### config.mk
export PLATFORM = sky130hd
export DESIGN_NAME = ucache_tdm
export DESIGN_NICKNAME = d
export VERILOG_FILES = /design/src/rtl/ucache_pkg.sv /design/src/rtl/ucache_tag_array.sv /design/src/rtl/ucache_victim.sv /design/src/rtl/ucache_tdm.sv
export SDC_FILE = /design/constraint.sdc
export NUM_CORES = 1
export LEC_CHECK = 0
export BUFFER_PORTS_ARGS = -buffer_cell sky130_fd_sc_hd__clkbuf_2
export CAP_MARGIN = 10
export CORE_UTILIZATION = 30
export CTS_CLUSTER_DIAMETER = 150
export CTS_CLUSTER_SIZE = 30
export DETAILED_ROUTE_END_ITERATION = 10
export GPL_TIMING_DRIVEN = 0
export SETUP_SLACK_MARGIN = 0.4
export SYNTH_ARGS = -nofsm -noshare
export SYNTH_HDL_FRONTEND = slang
export SYNTH_HIERARCHICAL = 1
export SYNTH_SLANG_ARGS = --single-unit
### constraint.sdc
create_clock -name clk -period 11.3 [get_ports clk]
set_clock_uncertainty 0.15 [all_clocks]
set_input_delay 3.39 -clock clk [delete_from_list [all_inputs] [get_ports clk]]
set_output_delay 3.39 -clock clk [all_outputs]
set_load 0.03 [all_outputs]
### src/rtl/ucache_pkg.sv
package ucache_pkg;
   typedef enum logic {
      OWN_FETCH = 1'b0,
      OWN_DATA  = 1'b1
   } cache_owner_e;
endpackage

### src/rtl/ucache_tag_array.sv
module ucache_tag_array #(
   parameter int ADDR_W  = 8,
   parameter int DATA_W  = 16,
   parameter int ENTRIES = 16,
   parameter int IDX_W   = $clog2(ENTRIES)
) (
   input  logic               clk,
   input  logic               rst_n,
   input  logic [ADDR_W-1:0]  lk_addr,
   output logic               lk_hit,
   output logic [IDX_W-1:0]   lk_idx,
   output logic [DATA_W-1:0]  lk_data,
   output logic [ENTRIES-1:0] valid_vec,
   input  logic               wr_en,
   input  logic [IDX_W-1:0]   wr_idx,
   input  logic [ADDR_W-1:0]  wr_tag,
   input  logic [DATA_W-1:0]  wr_data
);
   logic [ENTRIES-1:0] match;
   logic [DATA_W-1:0]  ent_data [ENTRIES];

   for (genvar e = 0; e < ENTRIES; e++) begin : g_ent
      logic              v_q;
      logic [ADDR_W-1:0] t_q;
      logic [DATA_W-1:0] d_q;

      always_ff @(posedge clk or negedge rst_n) begin
         if (!rst_n) begin
            v_q <= 1'b0;
            t_q <= '0;
            d_q <= '0;
         end else if (wr_en && wr_idx == IDX_W'(e)) begin
            v_q <= 1'b1;
            t_q <= wr_tag;
            d_q <= wr_data;
         end
      end

      assign valid_vec[e] = v_q;
      assign match[e]     = v_q && (t_q == lk_addr);
      assign ent_data[e]  = d_q;
   end

   always_comb begin
      lk_hit  = 1'b0;
      lk_idx  = '0;
      lk_data = '0;
      for (int e = 0; e < ENTRIES; e++) begin
         if (match[e]) begin
            lk_hit  = 1'b1;
            lk_idx  = IDX_W'(e);
            lk_data = ent_data[e];
         end
      end
   end
endmodule

### src/rtl/ucache_victim.sv
module ucache_victim #(
   parameter int ENTRIES = 16,
   parameter int IDX_W   = $clog2(ENTRIES)
) (
   input  logic               clk,
   input  logic               rst_n,
   input  logic [ENTRIES-1:0] valid_vec,
   input  logic               repl_en,
   input  logic               take,
   output logic [IDX_W-1:0]   vic_idx,
   output logic               vic_ok
);
   logic             free_found;
   logic [IDX_W-1:0] free_idx;
   logic [IDX_W-1:0] rr_q;
   logic [IDX_W-1:0] rr_next;

   always_comb begin
      free_found = 1'b0;
      free_idx   = '0;
      for (int e = ENTRIES - 1; e >= 0; e--) begin
         if (!valid_vec[e]) begin
            free_found = 1'b1;
            free_idx   = IDX_W'(e);
         end
      end
   end

   if ((ENTRIES & (ENTRIES - 1)) == 0) begin : g_wrap_pow2
      assign rr_next = rr_q + 1'b1;
   end else begin : g_wrap_cmp
      assign rr_next = (rr_q == IDX_W'(ENTRIES - 1)) ? '0 : rr_q + 1'b1;
   end

   always_ff @(posedge clk or negedge rst_n) begin
      if (!rst_n)
         rr_q <= '0;
      else if (take && !free_found)
         rr_q <= rr_next;
   end

   assign vic_ok  = free_found || repl_en;
   assign vic_idx = free_found ? free_idx : rr_q;
endmodule

### src/rtl/ucache_tdm.sv
module ucache_tdm #(
   parameter int ADDR_W  = 8,
   parameter int DATA_W  = 16,
   parameter int ENTRIES = 16
) (
   input  logic              clk,
   input  logic              rst_n,
   input  logic              cfg_ifill_en,
   input  logic              cfg_dfill_en,
   input  logic              cfg_repl_en,
   input  logic              if_req,
   input  logic [ADDR_W-1:0] if_addr,
   output logic              if_ack,
   output logic [DATA_W-1:0] if_rdata,
   input  logic              d_req,
   input  logic              d_we,
   input  logic [ADDR_W-1:0] d_addr,
   input  logic [DATA_W-1:0] d_wdata,
   output logic              d_ack,
   output logic [DATA_W-1:0] d_rdata,
   output logic              mem_req,
   output logic              mem_we,
   output logic [ADDR_W-1:0] mem_addr,
   output logic [DATA_W-1:0] mem_wdata,
   input  logic              mem_ack,
   input  logic [DATA_W-1:0] mem_rdata
);
   import ucache_pkg::*;

   localparam int IDX_W = $clog2(ENTRIES);

   if (ENTRIES < 2) begin : g_bad_entries
      $error("ucache_tdm: ENTRIES must be at least 2");
   end
   if (ADDR_W < 1 || DATA_W < 1) begin : g_bad_width
      $error("ucache_tdm: widths must be positive");
   end

   // slot_q = 0: fetch clock, slot_q = 1: data clock
   logic              slot_q;
   logic              mem_req_q, mem_we_q;
   logic [ADDR_W-1:0] mem_addr_q;
   logic [DATA_W-1:0] mem_wdata_q;
   cache_owner_e      own_q;
   logic              if_ack_q, d_ack_q;
   logic [DATA_W-1:0] if_rdata_q, d_rdata_q;

   logic               lk_hit;
   logic [IDX_W-1:0]   lk_idx;
   logic [DATA_W-1:0]  lk_data;
   logic [ENTRIES-1:0] valid_vec;
   logic [ADDR_W-1:0]  lk_addr;
   logic [IDX_W-1:0]   vic_idx;
   logic               vic_ok;

   logic f_turn, d_turn, f_hit_go, f_miss_go, d_rd_hit, d_rd_miss, d_wr_go;
   logic mem_done, fill_bit, do_fill;
   logic               wr_en;
   logic [IDX_W-1:0]   wr_idx;
   logic [ADDR_W-1:0]  wr_tag;
   logic [DATA_W-1:0]  wr_data;

   assign lk_addr = slot_q ? d_addr : if_addr;

   always_comb begin
      f_turn    = !slot_q && if_req && !if_ack_q && !(mem_req_q && own_q == OWN_FETCH);
      d_turn    =  slot_q && d_req  && !d_ack_q  && !(mem_req_q && own_q == OWN_DATA);
      f_hit_go  = f_turn && lk_hit;
      f_miss_go = f_turn && !lk_hit && !mem_req_q;
      d_rd_hit  = d_turn && !d_we && lk_hit;
      d_rd_miss = d_turn && !d_we && !lk_hit && !mem_req_q;
      d_wr_go   = d_turn && d_we && !mem_req_q;
      mem_done  = mem_req_q && mem_ack;
      fill_bit  = (own_q == OWN_FETCH) ? cfg_ifill_en : cfg_dfill_en;
      do_fill   = mem_done && !mem_we_q && fill_bit && vic_ok;
      wr_en     = do_fill || (d_wr_go && lk_hit);
      wr_idx    = do_fill ? vic_idx    : lk_idx;
      wr_tag    = do_fill ? mem_addr_q : d_addr;
      wr_data   = do_fill ? mem_rdata  : d_wdata;
   end

   ucache_tag_array #(
      .ADDR_W(ADDR_W), .DATA_W(DATA_W), .ENTRIES(ENTRIES), .IDX_W(IDX_W)
   ) u_array (
      .clk(clk), .rst_n(rst_n),
      .lk_addr(lk_addr), .lk_hit(lk_hit), .lk_idx(lk_idx), .lk_data(lk_data),
      .valid_vec(valid_vec),
      .wr_en(wr_en), .wr_idx(wr_idx), .wr_tag(wr_tag), .wr_data(wr_data)
   );

   ucache_victim #(
      .ENTRIES(ENTRIES), .IDX_W(IDX_W)
   ) u_victim (
      .clk(clk), .rst_n(rst_n),
      .valid_vec(valid_vec), .repl_en(cfg_repl_en), .take(do_fill),
      .vic_idx(vic_idx), .vic_ok(vic_ok)
   );

   always_ff @(posedge clk or negedge rst_n) begin
      if (!rst_n) begin
         slot_q      <= 1'b0;
         mem_req_q   <= 1'b0;
         mem_we_q    <= 1'b0;
         mem_addr_q  <= '0;
         mem_wdata_q <= '0;
         own_q       <= OWN_FETCH;
         if_ack_q    <= 1'b0;
         d_ack_q     <= 1'b0;
         if_rdata_q  <= '0;
         d_rdata_q   <= '0;
      end else begin
         slot_q <= ~slot_q;

         if (mem_done) begin
            mem_req_q <= 1'b0;
         end else if (f_miss_go) begin
            mem_req_q  <= 1'b1;
            mem_we_q   <= 1'b0;
            mem_addr_q <= if_addr;
            own_q      <= OWN_FETCH;
         end else if (d_rd_miss || d_wr_go) begin
            mem_req_q   <= 1'b1;
            mem_we_q    <= d_we;
            mem_addr_q  <= d_addr;
            mem_wdata_q <= d_wdata;
            own_q       <= OWN_DATA;
         end

         if_ack_q <= f_hit_go || (mem_done && own_q == OWN_FETCH);
         if (f_hit_go)
            if_rdata_q <= lk_data;
         else if (mem_done && own_q == OWN_FETCH)
            if_rdata_q <= mem_rdata;

         d_ack_q <= d_rd_hit || (mem_done && own_q == OWN_DATA);
         if (d_rd_hit)
            d_rdata_q <= lk_data;
         else if (mem_done && own_q == OWN_DATA && !mem_we_q)
            d_rdata_q <= mem_rdata;
      end
   end

   assign if_ack    = if_ack_q;
   assign if_rdata  = if_rdata_q;
   assign d_ack     = d_ack_q;
   assign d_rdata   = d_rdata_q;
   assign mem_req   = mem_req_q;
   assign mem_we    = mem_we_q;
   assign mem_addr  = mem_addr_q;
   assign mem_wdata = mem_wdata_q;
endmodule

==> flow_summary.toml <==
[worst_setup_path]
cp.buffers_inverters = 6
critPathSlowestCell = "buf_1"
crit_fanout = 10
cp-start-kind = "primary input"
critPathKind = "primary input to flop"
cp-end-kind = "flop"
arrival_ps = 8750
crit_chain = "clkbuf_2, mux2_2, buf_4, buf_6, xor2_1, nor4_2, nand3_2, nand2_1, buf_2, nor3_1, nand4_1, a31o_2, nor3b_1, nor2b_1, clkbuf_1, buf_1, mux2_2"
cpMostUsedCell = "mux2_2"
crit_family = "simple AND/OR/NAND/NOR gates"
worstPathRequired_ps = 11620
cpPeakStageDelay_ps = 590

[pwr]
power.net_switching_mw = 1.234
seqPwrFrac_pct = 52.4
power_frac_comb_pct = 25.4
p_per_area_nw_per_um2 = 146.8
switching_share_pct = 32.65
p_int_mw = 2.546
p_leak_nw = 11.83
vdd_drop_max_mv = 0.09054
power_frac_clock_pct = 22.2

[floorplan]
start_util_pct = 30.49
core_um2 = 76330
die_w_um = 280.5
fp.dieH_um = 280.5
boundaryPins = 117
dieArea_um2 = 78700
rows = 101

[clock_tree]
postCtsHoldBufs = 0
cts_htree_levels = 1
numCtsBuffers = 19
cts_root_buf = "clkbuf_16"
clk_pin_slew_ps = 120
ctsResizeCount = 0
clock-sinks = 466
postCtsSetupBuffers = 0
insertion_delay_ps = 570
clock_path_buffers = 3
cts_tree = "built"

[synth]
yosys-top-cells-area = "dfrtp_1 50%, mux2_2 21%, xnor2_1 3.7%"
synth-seq-cells = 466
syn_avg_cell_area_um2 = 11.84
synth_top_area_share_pct = 50.10
synth_flop_cell = "dfrtp_1"
ys_types = 73
synth_warnings = 6
synthArstFlopShare_pct = 100.0
synth_area_um2 = 23270
syn_inst = 1966
synth_nets = 2024
synth-seq-area-share_pct = 50.10
ys_top_cells_by_count = "466 x dfrtp_1, 443 x mux2_2, 99 x nor2_1, 97 x xnor2_1, 81 x clkbuf_1"
synth-edff-count = 0
synth_top_area_cell = "dfrtp_1"
synthMostInstantiatedCell = "dfrtp_1"

[sta]
maxSlewHeadroom_pct = 20.51
period_minus_slack_ps = 8429
max_freq_mhz = 118.6
layout_setup_ws_ps = 2871
rsz0062_at_grt = "no"
tightest_slew_ps = 1183
drv_slew = 0
period_share_pct = 74.60
setup_viol = 0
hold_viol_final = 0
whs_ps = 347.2

[placed_design]
place_congestion = 0.9112
place_inst = 3116
dp_hpwl_um = 50860
io_buffers = 116
place_ws_ps = 2267

[route]
drtIter0Drc = 1305
vias_per_cell = 5.173
wl_per_cell_um = 21.35
postRouteWirelength_um = 66950
vias = 16220
drtAntennaViolNets = 0
first_pass_iters = 7
post-route-drc-count = 0

[final_layout]
drive_gt1_share_pct = 33.67
diodes = 0
finalNetCount = 2165
area_growth_pct = 10.65
fin_cells = 3136

[grt]
grt.overflow.total = 0
antenna_found_initial = 0
grt.total_usage_pct = 16.87
grt_pass1_vias = 16940
grt_pass1_wl_um = 103100
grt_max_degree = 112

[run]
cap_violations = 0

[hold_path]
min_path_type = "flop to flop"

[run_status]
status = "completed"
-- per-layer routing --
layer  GRT usage, %  routed length (µm)  vias to the layer above
met5              0                   0                        -
met1          22.08               29470                     8421
met4          4.610                1554                        0
li1               -                   -                     7312
met3          1.357                2637                       81
met2          29.70               33290                      408
-- cells by family after synthesis --
logic type	share of synthesized area, %
simple gates	11.05
compound gates	7.005
mux	22.06
xor+xnor	5.010
flops	50.10
buf+inv	4.725
fa+ha+maj	0.05375
-- power by group through the flow --
stage	sequential [mW]	clock, mW	combinational, mW
after floorplan	2.19	0	0.451
after global placement	2.01	0	0.942
after detailed placement	2.01	0	0.966
after CTS	1.98	0.871	0.967
after global routing	2.00	0.924	1.03
final	1.98	0.837	0.961
-- through the flow --
stage | util [%] | setup TNS (ps) | power, mW | instance area, µm²
after global placement | 32.94 | -1783610 | 2.948 | 25140
after global routing | 33.74 | 0 | 3.952 | 25750
final | 33.74 | 0 | 3.780 | 25750
after floorplan | - | 0 | 2.637 | 23270
after CTS | 33.74 | 0 | 3.816 | 25750
after detailed placement | 33.10 | 0 | 2.976 | 25260
-- sequential cells by signal (all words and copies together) (netlist names) --
| signal | cells |
|---|---|
| mem_addr | 8 |
| own_q | 1 |
| u_array/g_ent.d_q | 256 |
| u_victim/rr_q | 4 |
| slot_q | 1 |
| mem_wdata | 16 |
| u_array/g_ent.t_q | 128 |
| d_rdata | 16 |
| if_ack | 1 |
| u_array/g_ent.v_q | 16 |
| if_rdata | 16 |
| mem_we | 1 |
| d_ack | 1 |
| mem_req | 1 |
-- cells in the final DEF (no fill, tap or decap), types with 19 or more instances in the layout --
cell and count:
nor3_1 62, inv_1 43, o21ai_0 27, nand3_1 62, xnor2_1 97, buf_6 22
buf_2 29, clkbuf_16 19, dfrtp_1 466, clkbuf_2 116, nand4_1 36, nand2_1 69
nor4_1 29, mux2_2 443, a31oi_1 28, a311oi_1 26, and2_1 19, xor2_1 33
clkbuf_1 81, nor2_1 99, a221o_1 19, buf_4 25, a21oi_1 48
-- final timing paths --
kind	cells past startpoint	end	slack [ps]	from
max	17	u_array/g_ent[3].t_q[2]	2870	d_addr[6]
min	1	u_victim/rr_q[3]	350	u_victim/rr_q[3]
max reg2reg	17	u_array/g_ent[3].t_q[2]	5050	slot_q
min reg2reg	1	u_victim/rr_q[3]	350	u_victim/rr_q[3]
max in group asynchronous	4	if_rdata[12]	6490	rst_n
min in group asynchronous	1	u_array/g_ent[6].t_q[2]	2690	rst_n
-- final cells by class --
type / count / area [µm²]
buffer: 168 / 938.4
clock buffer: 19 / 475.5
clock inverter: 1 / 16.27
fill: 7643 / 50570
inverter: 43 / 161.4
multi-input combinational: 1289 / 10510
sequential: 466 / 11660
tap: 1030 / 1289
timing repair buffer: 120 / 699.4
Note: power is estimated with default switching activity, not from simulation.
